===== config.mk =====
export PLATFORM = sky130hd
export DESIGN_NAME = aper_xlate
export DESIGN_NICKNAME = d
export VERILOG_FILES = /design/src/rtl/aper_pkg.sv /design/src/rtl/aper_cfg.sv /design/src/rtl/aper_tlb.sv /design/src/rtl/aper_walk.sv /design/src/rtl/aper_xlate.sv
export SDC_FILE = /design/constraint.sdc
export NUM_CORES = 2
export LEC_CHECK = 0
export CORE_MARGIN = 2
export CORE_UTILIZATION = 56
export CTS_CLUSTER_DIAMETER = 120
export DETAILED_ROUTE_END_ITERATION = 8
export GPL_ROUTABILITY_DRIVEN = 1
export PLACE_DENSITY = 0.85
export SLEW_MARGIN = 20
export SYNTH_ARGS = -nofsm -noshare
export SYNTH_HDL_FRONTEND = slang
export SYNTH_HIERARCHICAL = 1
export SYNTH_SLANG_ARGS = --single-unit

===== constraint.sdc =====
create_clock -name clk_i -period 8.1 [get_ports clk_i]
set_input_delay 1.215 -clock clk_i [delete_from_list [all_inputs] [get_ports clk_i]]
set_output_delay 1.215 -clock clk_i [all_outputs]
set_load 0.1 [all_outputs]

===== src/rtl/aper_pkg.sv =====
`timescale 1ns/1ps
package aper_pkg;
  localparam logic [7:0] OFS_BASE = 8'h10;
  localparam logic [7:0] OFS_CTRL = 8'hB0;
  localparam logic [7:0] OFS_SIZE = 8'hB4;
  localparam logic [7:0] OFS_DIR  = 8'hB8;
  localparam int         CTRL_EN_BIT = 7;
  localparam int         NDIR_W = 7;

  typedef struct packed {
    logic        present;
    logic [11:0] page;
  } dir_ent_t;

  typedef enum logic {ST_IDLE, ST_WAIT} walk_st_e;

  function automatic logic [NDIR_W-1:0] size_to_ndir(input logic [7:0] code);
    case (code)
      8'd0:    return 7'd64;
      8'd32:   return 7'd32;
      8'd48:   return 7'd16;
      8'd56:   return 7'd8;
      default: return 7'd0;
    endcase
  endfunction
endpackage


===== src/rtl/aper_cfg.sv =====
`timescale 1ns/1ps
module aper_cfg
  import aper_pkg::*;
#(
  parameter int DIR_N  = 64,
  parameter int DIR_IW = $clog2(DIR_N)
) (
  input  logic                clk_i,
  input  logic                rst_ni,
  input  logic                cfg_we_i,
  input  logic [7:0]          cfg_addr_i,
  input  logic [31:0]         cfg_wdata_i,
  input  logic [DIR_IW-1:0]   lookup_idx_i,
  output dir_ent_t            lookup_o,
  output logic [9:0]          base_o,
  output logic [NDIR_W-1:0]   ndir_o,
  output logic                enable_o,
  output logic                flush_o,
  output logic                dir_wr_o,
  output logic [DIR_IW-1:0]   dir_wr_idx_o
);
  dir_ent_t    dir_q [DIR_N];
  logic [9:0]  base_q;
  logic [7:0]  size_q;
  logic        en_q;
  logic        wr_base, wr_ctrl, wr_size;
  logic        unused_cfg;

  assign unused_cfg   = ^cfg_wdata_i[19:9];
  assign wr_base      = cfg_we_i && (cfg_addr_i == OFS_BASE);
  assign wr_ctrl      = cfg_we_i && (cfg_addr_i == OFS_CTRL);
  assign wr_size      = cfg_we_i && (cfg_addr_i == OFS_SIZE);
  assign dir_wr_o     = cfg_we_i && (cfg_addr_i == OFS_DIR);
  assign dir_wr_idx_o = cfg_wdata_i[DIR_IW-1:0];
  // clearing the enable bit or moving the window invalidates cached results
  assign flush_o      = (wr_ctrl && !cfg_wdata_i[CTRL_EN_BIT]) || wr_base;

  always_ff @(posedge clk_i or negedge rst_ni) begin
    if (!rst_ni) begin
      base_q <= '0;
      size_q <= 8'hFF;
      en_q   <= 1'b0;
      for (int i = 0; i < DIR_N; i++) dir_q[i] <= '0;
    end else begin
      if (wr_base)  base_q <= cfg_wdata_i[31:22];
      if (wr_size)  size_q <= cfg_wdata_i[7:0];
      if (wr_ctrl)  en_q   <= cfg_wdata_i[CTRL_EN_BIT];
      if (dir_wr_o) dir_q[dir_wr_idx_o] <= '{present: cfg_wdata_i[8], page: cfg_wdata_i[31:20]};
    end
  end

  assign lookup_o = dir_q[lookup_idx_i];
  assign base_o   = base_q;
  assign ndir_o   = size_to_ndir(size_q);
  assign enable_o = en_q;

  assert_dir_load_R2: assert property (@(posedge clk_i) disable iff (!rst_ni)
    dir_wr_o |=> (dir_q[$past(dir_wr_idx_o)].present == $past(cfg_wdata_i[8])));
endmodule


===== src/rtl/aper_tlb.sv =====
`timescale 1ns/1ps
module aper_tlb #(
  parameter int N      = 4,
  parameter int DIR_IW = 6,
  parameter int PW     = (N > 1) ? $clog2(N) : 1
) (
  input  logic              clk_i,
  input  logic              rst_ni,
  input  logic [19:0]       lk_vpn_i,
  output logic              hit_o,
  output logic [19:0]       hit_ppn_o,
  input  logic              ins_i,
  input  logic [19:0]       ins_vpn_i,
  input  logic [DIR_IW-1:0] ins_dir_i,
  input  logic [19:0]       ins_ppn_i,
  input  logic              flush_i,
  input  logic              inv_i,
  input  logic [DIR_IW-1:0] inv_dir_i
);
  logic [N-1:0]      v_q;
  logic [19:0]       vpn_q [N];
  logic [19:0]       ppn_q [N];
  logic [DIR_IW-1:0] dir_q [N];
  logic [PW-1:0]     ptr_q;
  logic [N-1:0]      hit_vec;

  always_ff @(posedge clk_i or negedge rst_ni) begin
    if (!rst_ni) begin
      v_q   <= '0;
      ptr_q <= '0;
      for (int e = 0; e < N; e++) begin
        vpn_q[e] <= '0;
        ppn_q[e] <= '0;
        dir_q[e] <= '0;
      end
    end else begin
      for (int e = 0; e < N; e++) begin
        if (flush_i) begin
          v_q[e] <= 1'b0;
        end else if (ins_i && ptr_q == PW'(e)) begin
          v_q[e]   <= 1'b1;
          vpn_q[e] <= ins_vpn_i;
          ppn_q[e] <= ins_ppn_i;
          dir_q[e] <= ins_dir_i;
        end else if (inv_i && dir_q[e] == inv_dir_i) begin
          v_q[e] <= 1'b0;
        end
      end
      if (ins_i && !flush_i) ptr_q <= (ptr_q == PW'(N-1)) ? '0 : ptr_q + 1'b1;
    end
  end

  for (genvar e = 0; e < N; e++) begin : g_cmp
    assign hit_vec[e] = v_q[e] && (vpn_q[e] == lk_vpn_i);
  end

  always_comb begin
    hit_ppn_o = '0;
    for (int e = 0; e < N; e++) if (hit_vec[e]) hit_ppn_o |= ppn_q[e];
  end
  assign hit_o = |hit_vec;

  assert_unique_tag_R8: assert property (@(posedge clk_i) disable iff (!rst_ni)
    $onehot0(hit_vec));
endmodule


===== src/rtl/aper_walk.sv =====
`timescale 1ns/1ps
module aper_walk
  import aper_pkg::*;
#(
  parameter int DIR_IW = 6
) (
  input  logic              clk_i,
  input  logic              rst_ni,
  input  logic              req_valid_i,
  output logic              req_ready_o,
  input  logic [31:0]       req_addr_i,
  output logic              rsp_valid_o,
  output logic [31:0]       rsp_addr_o,
  output logic              rsp_fault_o,
  output logic              mem_req_o,
  output logic [31:0]       mem_addr_o,
  input  logic              mem_rsp_valid_i,
  input  logic [31:0]       mem_rdata_i,
  input  logic              cfg_we_i,
  input  logic              enable_i,
  input  logic [9:0]        base_i,
  input  logic [NDIR_W-1:0] ndir_i,
  output logic [DIR_IW-1:0] dir_idx_o,
  input  dir_ent_t          dir_ent_i,
  input  logic              dir_wr_i,
  input  logic [DIR_IW-1:0] dir_wr_idx_i,
  input  logic              flush_i,
  input  logic              tlb_hit_i,
  input  logic [19:0]       tlb_ppn_i,
  output logic              ins_o,
  output logic [19:0]       ins_vpn_o,
  output logic [DIR_IW-1:0] ins_dir_o,
  output logic [19:0]       ins_ppn_o
);
  walk_st_e          state_q;
  logic [11:0]       off_q;
  logic [19:0]       vpn_q;
  logic [DIR_IW-1:0] dir_q;
  logic              stale_q;
  logic [10:0]       diff;
  logic              in_win, accept, stale_now;
  logic              unused_rdata;

  assign unused_rdata = ^mem_rdata_i[11:1];

  // borrow in bit 10 marks an address below the base
  assign diff      = {1'b0, req_addr_i[31:22]} - {1'b0, base_i};
  assign in_win    = enable_i && !diff[10] && (diff[9:0] < {3'b000, ndir_i});
  assign dir_idx_o = diff[DIR_IW-1:0];

  assign req_ready_o = (state_q == ST_IDLE) && !cfg_we_i;
  assign accept      = req_valid_i && req_ready_o;

  // a fill whose directory entry changed mid-walk must not land in the cache
  assign stale_now = stale_q || flush_i || (dir_wr_i && dir_wr_idx_i == dir_q);
  assign ins_o     = (state_q == ST_WAIT) && mem_rsp_valid_i && mem_rdata_i[0] && !stale_now;
  assign ins_vpn_o = vpn_q;
  assign ins_dir_o = dir_q;
  assign ins_ppn_o = mem_rdata_i[31:12];

  always_ff @(posedge clk_i or negedge rst_ni) begin
    if (!rst_ni) begin
      state_q     <= ST_IDLE;
      off_q       <= '0;
      vpn_q       <= '0;
      dir_q       <= '0;
      stale_q     <= 1'b0;
      rsp_valid_o <= 1'b0;
      rsp_addr_o  <= '0;
      rsp_fault_o <= 1'b0;
      mem_req_o   <= 1'b0;
      mem_addr_o  <= '0;
    end else begin
      rsp_valid_o <= 1'b0;
      mem_req_o   <= 1'b0;
      case (state_q)
        ST_IDLE: if (accept) begin
          if (!in_win) begin
            rsp_valid_o <= 1'b1;
            rsp_fault_o <= 1'b1;
            rsp_addr_o  <= '0;
          end else if (tlb_hit_i) begin
            rsp_valid_o <= 1'b1;
            rsp_fault_o <= 1'b0;
            rsp_addr_o  <= {tlb_ppn_i, req_addr_i[11:0]};
          end else if (!dir_ent_i.present) begin
            rsp_valid_o <= 1'b1;
            rsp_fault_o <= 1'b1;
            rsp_addr_o  <= '0;
          end else begin
            mem_req_o  <= 1'b1;
            mem_addr_o <= {dir_ent_i.page, 8'h00, req_addr_i[21:12], 2'b00};
            off_q      <= req_addr_i[11:0];
            vpn_q      <= req_addr_i[31:12];
            dir_q      <= dir_idx_o;
            stale_q    <= 1'b0;
            state_q    <= ST_WAIT;
          end
        end
        ST_WAIT: begin
          stale_q <= stale_now;
          if (mem_rsp_valid_i) begin
            rsp_valid_o <= 1'b1;
            rsp_fault_o <= !mem_rdata_i[0];
            rsp_addr_o  <= mem_rdata_i[0] ? {mem_rdata_i[31:12], off_q} : 32'h0;
            state_q     <= ST_IDLE;
          end
        end
        default: state_q <= ST_IDLE;
      endcase
    end
  end

  assert_cfg_stall_R11: assert property (@(posedge clk_i) disable iff (!rst_ni)
    (state_q == ST_IDLE && cfg_we_i) |=> (!rsp_valid_o && !mem_req_o));
  assert_mem_pulse_R4: assert property (@(posedge clk_i) disable iff (!rst_ni)
    mem_req_o |=> !mem_req_o);
  assert_wait_for_data_R7: assert property (@(posedge clk_i) disable iff (!rst_ni)
    (state_q == ST_WAIT && !mem_rsp_valid_i) |=> !rsp_valid_o);
  assert_window_fault_R6: assert property (@(posedge clk_i) disable iff (!rst_ni)
    (accept && !in_win) |=> (rsp_valid_o && rsp_fault_o && !mem_req_o));
endmodule


===== src/rtl/aper_xlate.sv =====
`timescale 1ns/1ps
module aper_xlate
  import aper_pkg::*;
#(
  parameter int DIR_N = 64,
  parameter int TLB_N = 4
) (
  input  logic        clk_i,
  input  logic        rst_ni,
  input  logic        cfg_we_i,
  input  logic [7:0]  cfg_addr_i,
  input  logic [31:0] cfg_wdata_i,
  input  logic        req_valid_i,
  output logic        req_ready_o,
  input  logic [31:0] req_addr_i,
  output logic        rsp_valid_o,
  output logic [31:0] rsp_addr_o,
  output logic        rsp_fault_o,
  output logic        mem_req_o,
  output logic [31:0] mem_addr_o,
  input  logic        mem_rsp_valid_i,
  input  logic [31:0] mem_rdata_i
);
  localparam int DIR_IW = $clog2(DIR_N);

  dir_ent_t          dir_ent;
  logic [DIR_IW-1:0] dir_idx, dir_wr_idx, ins_dir;
  logic [9:0]        base;
  logic [NDIR_W-1:0] ndir;
  logic              enable, flush, dir_wr;
  logic              tlb_hit, ins;
  logic [19:0]       tlb_ppn, ins_vpn, ins_ppn;

  aper_cfg #(.DIR_N(DIR_N), .DIR_IW(DIR_IW)) u_cfg (
    .clk_i, .rst_ni, .cfg_we_i, .cfg_addr_i, .cfg_wdata_i,
    .lookup_idx_i(dir_idx), .lookup_o(dir_ent), .base_o(base), .ndir_o(ndir),
    .enable_o(enable), .flush_o(flush), .dir_wr_o(dir_wr), .dir_wr_idx_o(dir_wr_idx)
  );

  aper_tlb #(.N(TLB_N), .DIR_IW(DIR_IW)) u_tlb (
    .clk_i, .rst_ni, .lk_vpn_i(req_addr_i[31:12]), .hit_o(tlb_hit), .hit_ppn_o(tlb_ppn),
    .ins_i(ins), .ins_vpn_i(ins_vpn), .ins_dir_i(ins_dir), .ins_ppn_i(ins_ppn),
    .flush_i(flush), .inv_i(dir_wr), .inv_dir_i(dir_wr_idx)
  );

  aper_walk #(.DIR_IW(DIR_IW)) u_walk (
    .clk_i, .rst_ni, .req_valid_i, .req_ready_o, .req_addr_i,
    .rsp_valid_o, .rsp_addr_o, .rsp_fault_o, .mem_req_o, .mem_addr_o,
    .mem_rsp_valid_i, .mem_rdata_i, .cfg_we_i, .enable_i(enable), .base_i(base),
    .ndir_i(ndir), .dir_idx_o(dir_idx), .dir_ent_i(dir_ent), .dir_wr_i(dir_wr),
    .dir_wr_idx_i(dir_wr_idx), .flush_i(flush), .tlb_hit_i(tlb_hit), .tlb_ppn_i(tlb_ppn),
    .ins_o(ins), .ins_vpn_o(ins_vpn), .ins_dir_o(ins_dir), .ins_ppn_o(ins_ppn)
  );
endmodule


==> results.cfg <==
[pwr]
vdd_drop_max_uv = 211
p_leak_nw = 28.3
p_per_area_nw_per_um2 = 203
total_power_mw = 11.9

[die]
io_pins = 177
die_w_um = 310
start_util_pct = 56.3
die_h_um = 310
rows = 112
fp.coreArea_sq_um = 93200
die_area_sq_um = 96200

[detailed_routing]
vias_per_cell = 6.34
num_vias = 31100
drt-total-wl_um = 127000
wl_met1_um = 52800
first_pass_iters = 6
drt_iter0_drc = 2721
met2_length_um = 61200
drc = 0
wl_per_cell_um = 25.9
ant_nets = 0
top_layer = met5
met3RoutedLength_um = 9010

[setup_path]
end_kind = register
crit_path_start_kind = primary input
path_common_cell = nor2b_1
critPathTopFamily = simple AND/OR/NAND/NOR gates
crit_type = primary input to register
crit_chain = clkdlybuf4s50_1, inv_1, ha_1, fa_1, nand2b_1, a21oi_1, xor2_2, nor2b_1, nand2_1, o22ai_1, nor3_1, a22o_1, nor2b_1, nand3_1, or4_4, buf_16, mux2_4
max_stage_delay_ns = 0.70
crit_buf_inv = 3
critPathSlowestCell = or4_4
cp_data_arrival_time_ns = 6.70
crit_required_ns = 8.67
cp_max_fo = 32

[timing]
fin_skew_ns = 0.0337
clock.fmax_mhz = 163
drv_slew = 0
whs_ns = 0.501
slew_headroom_pct = 26.0
fin_crit_sh_pct = 75.7
rsz0062_at_grt = no
tightest_slew_ns = 1.11
period_needed_ns = 6.14
finalSetupViolCount = 0
tns_ns = 0
hold_violations = 0

[layout]
drive_above_1_share_pct = 46.1
area_delta_synth_final_pct = 11.5
fin_nets = 3692
final_cell_area_sq_um = 58500

[placement]
hpwl_um = 77300
port_buffers = 144
dpl_cell_area_sq_um = 54600
place.gp.congestion = 0.910

[global_routing]
antenna_found_initial = 2
track_usage_pct = 26.8
overflow = 0
grt_pass1_vias = 33000
grt_max_degree = 193
grt_pass1_wl_um = 197000

[clocking]
numClockSinks = 1128
post_cts_resized = 0
clkSlewWorstSetupHoldPaths_ns = 0.06
post_cts_buffers = 0
root_buffer = clkbuf_16
max-clock-path-buffers = 3
cts_tree = yes
clk_latency_ns = 0.70
cts_made_buffers = 111
htreeDepth = 3
ctsHoldBuffers = 0

[logic_synthesis]
async_reset_ff_share_pct = 100
yosysWarnings = 6
yosysMostFrequentCell = dfrtp_1
yosysUniqueCellTypes = 69
synth_area_per_cell_sq_um = 14.8
ys_ff_latch = 1128
synth_edf_count = 0
synth_commonest_cells = dfrtp_1, mux2_2, mux4_2
synth_area_sq_um = 52500
synth_top_area_cell = dfrtp_1
syn_inst = 3555
synth_ff_type = dfrtp_1
synth_top_cell_area_share_pct = 53.4
ys_top_cells_by_area = dfrtp_1, mux2_2, mux4_2
yosysSeqAreaShare_pct = 53.8

[flow_run]
maxCapViolations = 0

[worst_hold_path]
hp-class = register to register

[status]
status = finished, final reports clean
## registers in the layout, indices dropped and copies added (netlist names), 8 cells and up
name / count
u_cfg/base_o: 10
u_tlb/vpn_q: 80
u_cfg/size_q: 8
u_tlb/dir_q: 24
u_walk/off_q: 12
u_walk/mem_addr_o: 12
u_walk/rsp_addr_o: 32
u_tlb/ppn_q: 80
u_cfg/dir_q: 832
u_walk/ins_vpn_o: 20
## logic make-up (layout without fill, tap and decap cells)
group | Yosys count | after routing | synth area share [%]
multiplexers | 1364 | 1364 | 33.9
AO/OA/AOI/OAI | 191 | 191 | 2.60
other | 2 | 14 | 0.0143
adder cells (fa/ha/maj) | 21 | 21 | 0.515
AND/OR/NAND/NOR | 360 | 360 | 3.77
buffers and inverters | 377 | 464 | 3.45
XOR/XNOR | 112 | 112 | 1.95
flip-flops | 1128 | 1128 | 53.8
## area by class of cell
type	instances	area (sq um)
clock inverters	48	536
flip-flops and latches	1128	28200
fillers	6513	34700
repair buffers	233	2170
multi-input cells	2061	22600
well taps	1254	1570
inverters	27	116
diodes	1	2.50
clock buffers	156	3290
## power breakdown
group,total [mW],switching [mW],internal (mW)
clock,5.33,2.23,3.09
combinational,0.877,0.609,0.268
sequential,5.67,0.0138,5.66
total,11.9,2.86,9.02
## layer usage
layer  vias to the layer above  track usage, %
met5                         -               0
met4                         2            9.67
met3                       272            4.65
met2                      1184            42.8
met1                     16600            37.3
li1                      13000               -
## path summary, 6_finish.rpt
kind / startpoint / to / slack [ns] / cells after the start
setup / recovery: req_addr_i[22] / u_walk/off_q[4]$_DFFE_PN0P_ / 1.96 / 17
hold reg to reg: u_cfg/dir_q[367]$_DFFE_PN0P_ / u_cfg/dir_q[367]$_DFFE_PN0P_ / 0.50 / 1
min in group asynchronous: rst_ni / u_tlb/vpn_q[66]$_DFFE_PN0P_ / 0.51 / 1
setup reg to reg: u_cfg/base_o[0]$_DFFE_PN0P_ / u_walk/off_q[4]$_DFFE_PN0P_ / 2.87 / 15
max in group asynchronous: rst_ni / u_cfg/dir_q[469]$_DFFE_PN0P_ / 5.65 / 3
hold / removal: u_cfg/dir_q[367]$_DFFE_PN0P_ / u_cfg/dir_q[367]$_DFFE_PN0P_ / 0.50 / 1
## stage by stage
| stage | std cells | worst slack, ns | util [%] |
|---|---|---|---|
| after global placement | 4701 | 1.43 | 58.6 |
| after floorplan | 3566 | 2.90 | - |
| after global routing | 4908 | 1.99 | 62.8 |
| after CTS | 4905 | 2.11 | 62.7 |
| final | 4908 | 1.96 | 62.8 |
| after detailed placement | 4701 | 1.44 | 58.6 |
## placed cells by master, fill, tap and decap left out, types with 32 or more instances in the layout
cell | synthesis | routed
dfrtp_1 | 1120 | 1120
mux2_2 | 1081 | 1081
mux4_2 | 208 | 208
clkdlybuf4s50_1 | 0 | 130
clkbuf_16 | 0 | 114
xnor2_1 | 84 | 82
buf_4 | 50 | 81
nand2_1 | 72 | 68
nand3_1 | 65 | 65
nand4_1 | 64 | 64
nor2_1 | 57 | 49
a22o_1 | 45 | 45
mux2_4 | 41 | 41
mux2i_1 | 34 | 34
o21ai_0 | 32 | 32
No activity file was read; power rests on OpenSTA's default activity.
